--- src/rtl/smb_ring_ctrl.sv ---
module smb_ring_ctrl #(
  parameter int PTR_W      = 8,
  parameter int ADDR_W     = 5,
  parameter int DESC_SHIFT = 4,
  parameter int DEF_LAST   = 31
) (
  input  logic              clk,
  input  logic              rst_n,
  input  logic              reg_wr,
  input  logic [ADDR_W-1:0] reg_addr,
  input  logic [31:0]       reg_wdata,
  output logic [31:0]       reg_rdata,
  output logic              fetch_req,
  output logic [63:0]       fetch_addr,
  input  logic              seq_done,
  input  logic              seq_ok,
  input  logic              seq_irq,
  output logic              irq
);
  localparam logic [ADDR_W-1:0] OFS_BASE_LO = ADDR_W'(5'h00);
  localparam logic [ADDR_W-1:0] OFS_BASE_HI = ADDR_W'(5'h04);
  localparam logic [ADDR_W-1:0] OFS_CTRL    = ADDR_W'(5'h08);
  localparam logic [ADDR_W-1:0] OFS_STAT    = ADDR_W'(5'h0C);
  localparam logic [ADDR_W-1:0] OFS_SIZE    = ADDR_W'(5'h10);
  localparam int PTR_LSB = 16;
  localparam int BIT_RUN = 0;
  localparam int BIT_ERR = 4;
  localparam int BIT_CMP = 5;

  logic [63:0]      base_q;
  logic             run_q, err_en_q;
  logic [PTR_W-1:0] head_q, tail_q, last_q;
  logic             busy_q, cmp_st_q, err_st_q;

  logic wr_lo, wr_hi, wr_ctrl, wr_stat, wr_size;
  assign wr_lo   = reg_wr && reg_addr == OFS_BASE_LO;
  assign wr_hi   = reg_wr && reg_addr == OFS_BASE_HI;
  assign wr_ctrl = reg_wr && reg_addr == OFS_CTRL;
  assign wr_stat = reg_wr && reg_addr == OFS_STAT;
  assign wr_size = reg_wr && reg_addr == OFS_SIZE;

  logic launch, finish;
  assign launch = !busy_q && run_q && (tail_q != head_q);
  assign finish = busy_q && seq_done;

  logic [PTR_W-1:0] tail_nx;
  assign tail_nx = (tail_q >= last_q) ? '0 : tail_q + 1'b1;

  always_ff @(posedge clk or negedge rst_n) begin
    if (!rst_n) begin
      base_q   <= '0;
      run_q    <= 1'b0;
      err_en_q <= 1'b0;
      head_q   <= '0;
      last_q   <= PTR_W'(DEF_LAST);
      tail_q   <= '0;
      busy_q   <= 1'b0;
      cmp_st_q <= 1'b0;
      err_st_q <= 1'b0;
    end else begin
      if (wr_lo) base_q[31:0]  <= reg_wdata;
      if (wr_hi) base_q[63:32] <= reg_wdata;
      if (wr_ctrl) begin
        run_q    <= reg_wdata[BIT_RUN];
        err_en_q <= reg_wdata[BIT_ERR];
        head_q   <= reg_wdata[PTR_LSB +: PTR_W];
      end
      if (wr_size) last_q <= reg_wdata[PTR_W-1:0];
      if (launch)      busy_q <= 1'b1;
      else if (finish) busy_q <= 1'b0;
      if (finish) tail_q <= tail_nx;
      cmp_st_q <= (cmp_st_q & ~(wr_stat & reg_wdata[BIT_CMP])) | (finish & seq_irq);
      err_st_q <= (err_st_q & ~(wr_stat & reg_wdata[BIT_ERR])) | (finish & ~seq_ok & err_en_q);
    end
  end

  assign fetch_req  = busy_q;
  assign fetch_addr = base_q + ({{(64-PTR_W){1'b0}}, tail_q} << DESC_SHIFT);
  assign irq        = cmp_st_q | err_st_q;

  always_comb begin
    reg_rdata = '0;
    case (reg_addr)
      OFS_BASE_LO: reg_rdata = base_q[31:0];
      OFS_BASE_HI: reg_rdata = base_q[63:32];
      OFS_CTRL: begin
        reg_rdata[BIT_RUN]          = run_q;
        reg_rdata[BIT_ERR]          = err_en_q;
        reg_rdata[PTR_LSB +: PTR_W] = head_q;
      end
      OFS_STAT: begin
        reg_rdata[BIT_RUN]          = busy_q;
        reg_rdata[BIT_ERR]          = err_st_q;
        reg_rdata[BIT_CMP]          = cmp_st_q;
        reg_rdata[PTR_LSB +: PTR_W] = tail_q;
      end
      OFS_SIZE: reg_rdata[PTR_W-1:0] = last_q;
      default: reg_rdata = '0;
    endcase
  end

  assert_req_hold_R3: assert property (@(posedge clk) disable iff (!rst_n)
    fetch_req && !seq_done |=> fetch_req);

  assert_addr_stable_R2: assert property (@(posedge clk) disable iff (!rst_n)
    fetch_req && !seq_done && !reg_wr |=> $stable(fetch_addr));

  assert_tail_quiet_R10: assert property (@(posedge clk) disable iff (!rst_n)
    !(fetch_req && seq_done) |=> $stable(tail_q));

  assert_no_fetch_halted_R5: assert property (@(posedge clk) disable iff (!rst_n)
    !run_q && !fetch_req |=> !fetch_req);

  assert_irq_source_R9: assert property (@(posedge clk) disable iff (!rst_n)
    $rose(irq) |-> $past(fetch_req && seq_done));

  assert_err_gated_R7: assert property (@(posedge clk) disable iff (!rst_n)
    $rose(err_st_q) |-> $past(err_en_q));
endmodule

--- config.mk ---
export PLATFORM = sky130hd
export DESIGN_NAME = smb_ring_ctrl
export DESIGN_NICKNAME = d
export VERILOG_FILES = /design/src/rtl/smb_ring_ctrl.sv
export SDC_FILE = /design/constraint.sdc
export NUM_CORES = 1
export LEC_CHECK = 0
export CORE_MARGIN = 2
export CORE_UTILIZATION = 40
export CTS_CLUSTER_DIAMETER = 80
export DETAILED_ROUTE_END_ITERATION = 6
export DONT_BUFFER_PORTS = 1
export PLACE_DENSITY = 0.64
export SLEW_MARGIN = 10
export SYNTH_ARGS = -nofsm -noshare
export SYNTH_HDL_FRONTEND = slang
export SYNTH_SLANG_ARGS = --single-unit
--- constraint.sdc ---
create_clock -name clk -period 3 [get_ports clk]
set_clock_uncertainty 0.05 [all_clocks]
set_input_delay 0 -clock clk [delete_from_list [all_inputs] [get_ports clk]]
set_output_delay 0 -clock clk [all_outputs]
set_load 0.05 [all_outputs]
* Word-level counts from Yosys, hierarchy flattened *
Cells that the tools add are included.

word-level totals
  word-level logic and storage cells = 53
  output and inout port bits = 98
  register bits = 93

cells by class
  muxes and demuxes = 11
  reduce and logical (&&, ||, !) cells = 11
  $lt $le $gt $ge = 1
  equality and inequality tests = 5
  bitwise gates (word level) = 13
  add/subtract/negate cells = 2

operators by type and width
  operator                                              count
  adder 64 x 12 -> 64 bit                               1
  one-hot mux 8 bit (2 select lines)                    2
  one-hot mux 8 bit (4 select lines)                    1
  equality test 5 x 4 -> 1 bit (second input constant)  2
  one-hot mux 1 bit (5 select lines)                    2
  one-hot mux 3 bit (3 select lines)                    1
  adder 8 x 1 -> 8 bit (second input constant)          1
  >= comparator 8 bit                                   1
  logical AND 1 bit                                     8
  2-to-1 mux 8 bit                                      1
  != test 8 bit                                         1
  bitwise AND 1 bit                                     7
  one-hot mux 2 bit (3 select lines)                    1
  equality test 5 x 3 -> 1 bit (second input constant)  1
  equality test 5 bit (second input constant)           1
  logical NOT 5 bit                                     1
  one-hot mux 1 bit (4 select lines)                    1
  inverter 1 bit                                        3
  OR 1 bit                                              3
  2-to-1 mux 1 bit                                      2
  nonzero test 2 bit                                    1
  logical NOT 1 bit                                     1

* Logic depth before layout (Yosys ltp) *
  depth in word-level cells = 6
  gate-level depth with buffers = 9
  gate-level depth less buffers = 8

* Worst setup path before layout *
Ideal clock, no wire load.

  kind = reg-to-output
  from = register tail_q[0]
  to = output fetch_addr[26]
  slack = 0.146 ns
  arrival time = 2.804 ns
  required time = 2.950 ns
  stages on the path, launching flop included = 10
  path through = dfrtp_1 -> ha_1 -> inv_1 -> fa_1 -> nand2b_1 -> a21oi_1 -> o21ai_0 -> clkbuf_1 -> nor3_1 -> xor2_1

between the ends
  longest elaborated chain between the ends = 1

RTL lines
  item                     line  RTL
  from (decl)              32    logic [PTR_W-1:0] head_q, tail_q, last_q;
  from (signal assigned)   71    if (finish) tail_q <= tail_nx;
  adder 64 x 12 -> 64 bit  78    assign fetch_addr = base_q + ({{(64-PTR_W){1'b0}}, tail_q} << DESC_SHIFT);
  to (decl)                14    output logic [63:0] fetch_addr,

No other way between the ends.

* Final worst setup path *
  from = register tail_q[2]
  to = output fetch_addr[61]

Same word-level chain as after synthesis.

==> insert_results.sql <==
INSERT INTO impl_metrics (metric_group, metric, value, unit) VALUES
('critical_path', 'timing.critical_path.slowest_cell_delay', '0.50', 'ns'),
('floorplan', 'die_area', '0.0164', 'mm2'),
('synth', 'synth-seq-cells', '93', ''),
('routing', 'via_per_inst', '5.63', ''),
('clocking', 'clock_tree.root_cell', 'sky130_fd_sc_hd__clkbuf_16', ''),
('critical_path', 'worstPathArrival', '2.82', 'ns'),
('synth', 'synth-compound-area-share', '0.0549', ''),
('final_layout', 'fin_nets', '767', ''),
('final_layout', 'layout-drive-gt1-share', '0.322', ''),
('synth', 'synth_top_family_by_area', 'multiplexers', ''),
('critical_path', 'worstPathMaxFanout', '12', ''),
('clocking', 'clk_transition_reported_paths', '0.06', 'ns'),
('timing', 'timing.fmax', '348', 'MHz'),
('synth', 'synthDominantCellAreaShare', '0.358', ''),
('floorplan', 'die_y', '128', 'um'),
('power', 'vdd_drop_max', '454', 'uV'),
('global_route', 'grt_first_pass_wirelength', '28800', 'um'),
('timing', 'final_max_slew_viol_count', '0', ''),
('placement', 'numPortBuffers', '0', ''),
('global_route', 'grt_remaining_overflow', '0', ''),
('min_path', 'hold_path_class', 'in -> reg', ''),
('synth', 'post_synth_main_area_contributors', 'sky130_fd_sc_hd__dfrtp_1, sky130_fd_sc_hd__mux2_2, sky130_fd_sc_hd__mux2_4, sky130_fd_sc_hd__xor2_1, sky130_fd_sc_hd__xnor2_1', ''),
('floorplan', 'core', '0.0151', 'mm2'),
('routing', 'detailedRoute.firstIterationViolations', '335', ''),
('critical_path', 'timing_worst_setup_path_type', 'reg -> out', ''),
('clocking', 'clkSinkCount', '93', ''),
('run', 'maxCapViolCount', '0', ''),
('synth', 'synth_nets', '648', ''),
('power', 'share_seq_of_total_power', '0.351', ''),
('floorplan', 'fp-row-count', '45', ''),
('final_layout', 'layout_stage_area_growth_over_the_synthesis_result', '26.1', '%'),
('synth', 'synthesis.yosys.warnings', '0', ''),
('status', 'run_status', 'finished, final reports clean', ''),
('power', 'swShare', '0.448', ''),
('timing', 'period_minus_slack', '2.87', 'ns'),
('clocking', 'tritoncts_clock_tree', 'yes', ''),
('power', 'proportion_of_power_drawn_by_combinational_gates', '0.457', ''),
('power', 'powerDensity', '711', 'mW/mm2'),
('synth', 'yosysTopAreaCell', 'sky130_fd_sc_hd__dfrtp_1', ''),
('synth', 'synth.most_common_cell', 'sky130_fd_sc_hd__dfrtp_1', ''),
('final_layout', 'finalInstanceArea', '0.00777', 'mm2'),
('routing', 'routed-via-count', '5068', ''),
('floorplan', 'floorplan.initialDensity', '0.407', ''),
('critical_path', 'slowest_stage', 'sky130_fd_sc_hd__dfrtp_1', ''),
('synth', 'yosys-top-cells-count', 'sky130_fd_sc_hd__dfrtp_1, sky130_fd_sc_hd__mux2_2, sky130_fd_sc_hd__nand2_1', ''),
('timing', 'grt_setup_unrepaired', 'true', ''),
('timing', 'measured_slew_at_the_worst_slew_check_pin', '0.692', 'ns'),
('final_layout', 'num-fill-cells', '1372', ''),
('timing', 'hold_violations', '0', ''),
('clocking', 'cts_htree_levels', '3', ''),
('critical_path', 'cells_along_the_critical_path', 'ha_1 > o211ai_1 > nor3_2 > o2111ai_1 > buf_4 > nor4_2 > xor2_1 > buf_4', ''),
('synth', 'asyncSetResetFlopFracSynth', '1.00', ''),
('clocking', 'max-clock-path-buffers', '2', ''),
('synth', 'yosys.area_share.xor_xnor', '0.0996', ''),
('synth', 'yosys_most_used_dff', 'sky130_fd_sc_hd__dfrtp_1', ''),
('placement', 'placement.cell_area', '0.00699', 'mm2'),
('synth', 'synthesis.instances', '587', ''),
('power', 'p_clk_frac', '0.192', ''),
('clocking', 'numCtsBuffers', '9', ''),
('critical_path', 'cp-start-kind', 'register', ''),
('synth', 'synth_cell_types', '53', ''),
('synth', 'synth_fa_ha_area_frac', '0.0378', ''),
('synth', 'netlist_area', '0.00616', 'mm2'),
('power', 'p_int', '3050', 'uW'),
('synth', 'synth_area_per_cell', '10.5', 'um2'),
('synth', 'synth_sequential_area_ratio', '0.379', ''),
('final_layout', 'final_core_utilization', '0.513', ''),
('power', 'p_switching', '2480', 'uW'),
('critical_path', 'worst_setup_path_end_kind', 'output pin', ''),
('routing', 'detail_route.wirelength', '18300', 'um'),
('timing', 'timing.slew.headroom', '0.539', '');
## state kept, by name, indices dropped and copies added, names as in the netlist
register / cells
base_q: 64
head_q: 8
last_q: 8
tail_q: 8
cmp_st_q: 1
err_en_q: 1
err_st_q: 1
fetch_req: 1
run_q: 1
## cells by family after synthesis
| group | after synthesis |
|---|---|
| buf+inv | 51 |
| xor+xnor | 70 |
| fa+ha+maj | 18 |
| mux | 112 |
| flops | 93 |
| compound gates | 53 |
| simple gates | 190 |
## path summary, 6_finish.rpt
check / slack (ns) / to / cells after the start / from
min in group asynchronous: 0.16 / base_q[11]$_DFFE_PN0P_ / 2 / rst_n
max reg2reg: 0.86 / tail_q[1]$_DFFE_PN0P_ / 8 / tail_q[0]$_DFFE_PN0P_
min reg2reg: 0.47 / run_q$_DFFE_PN0P_ / 1 / run_q$_DFFE_PN0P_
max in group asynchronous: 2.33 / last_q[3]$_DFFE_PN1P_ / 2 / rst_n
max: 0.13 / fetch_addr[61] / 8 / tail_q[2]$_DFFE_PN0P_
min: 0.02 / err_st_q$_DFF_PN0_ / 4 / reg_wr
## layout make-up
cell class / instances / area (um2) / share of cell area
Clock buffer: 10 / 229 / 0.0295
Antenna cell: 1 / 2.50 / 0.000322
Multi-Input combinational cell: 443 / 3680 / 0.474
Sequential cell: 93 / 2340 / 0.301
Tap cell: 188 / 235 / 0.0303
Clock inverter: 6 / 38.8 / 0.00499
Timing Repair Buffer: 136 / 1160 / 0.149
Inverter: 23 / 86.3 / 0.0111
## per-stage QoR
step	std cells	total power [uW]	setup slack (ns)	hold WS (ns)
6_report	900	5520	0.129	0.0189
5_1_grt	900	5790	-0.0341	0.0688
4_1_cts	899	5520	0.00185	0.0149
3_5_place_dp	844	4360	0.354	-0.342
3_3_place_gp	844	4310	0.449	-0.341
2_1_floorplan	587	3660	0.146	-0.346
## worst register-to-register path, delay by kind of cell (launching register included)
family	cells	cell delay, ns
buffers and inverters	2	0.22
AND/OR/NAND/NOR	1	0.15
flip-flops	1	0.36
adder cells (fa/ha/maj)	1	0.28
AO/OA/AOI/OAI	4	0.99
## cells in the final DEF (no fill, tap or decap), drive strengths merged, types with 2 or more instances in the layout
master / Yosys / layout
nand4b: 2 / 2
nand3: 24 / 24
and2: 11 / 11
and4: 2 / 2
a221o: 3 / 3
nor2b: 3 / 3
xnor2: 33 / 33
a21oi: 16 / 16
o21ai: 16 / 16
dfstp: 5 / 5
ha: 17 / 17
nor2: 42 / 42
clkinvlp: 0 / 2
nand2b: 4 / 4
xor2: 37 / 37
o2111ai: 2 / 2
nand4: 19 / 19
and3: 2 / 2
mux2i: 27 / 27
nor4: 9 / 9
dlygate4sd3: 0 / 38
mux2: 77 / 77
or4: 2 / 2
a21o: 2 / 2
buf: 15 / 98
or2: 2 / 2
dfrtp: 88 / 88
nand2: 42 / 42
mux4: 8 / 8
inv: 23 / 24
clkbuf: 13 / 10
nor3: 23 / 23
o211ai: 3 / 3
clkinv: 0 / 3
o21a: 2 / 2
o221ai: 2 / 2
## layer usage
metal / track usage / up-vias / part of all wire
met4: 0.0698 / 2 / 0.020
met2: 0.377 / 197 / 0.48
met3: 0.0593 / 38 / 0.064
li1: - / 2319 / -
met1: 0.297 / 2512 / 0.43
met5: 0 / - / 0.00071
## power by group through the flow
stage	sequential (uW)	clock (uW)	combinational [uW]
CTS	1920	1080	2510
finish	1940	1060	2520
global placement	1930	0	2380
global route	1980	1140	2680
floorplan	1820	0	1850
detailed placement	1950	0	2420
## timing repair
action / in CTS / in global routing
hold buffers: 39 / 0
gates resized for setup: 3 / 17
endpoints found under the setup margin: 2 / 29
pin swaps: 0 / 3
endpoints found under the hold margin: 183 / 0
Power figures use the tool's default switching activity.
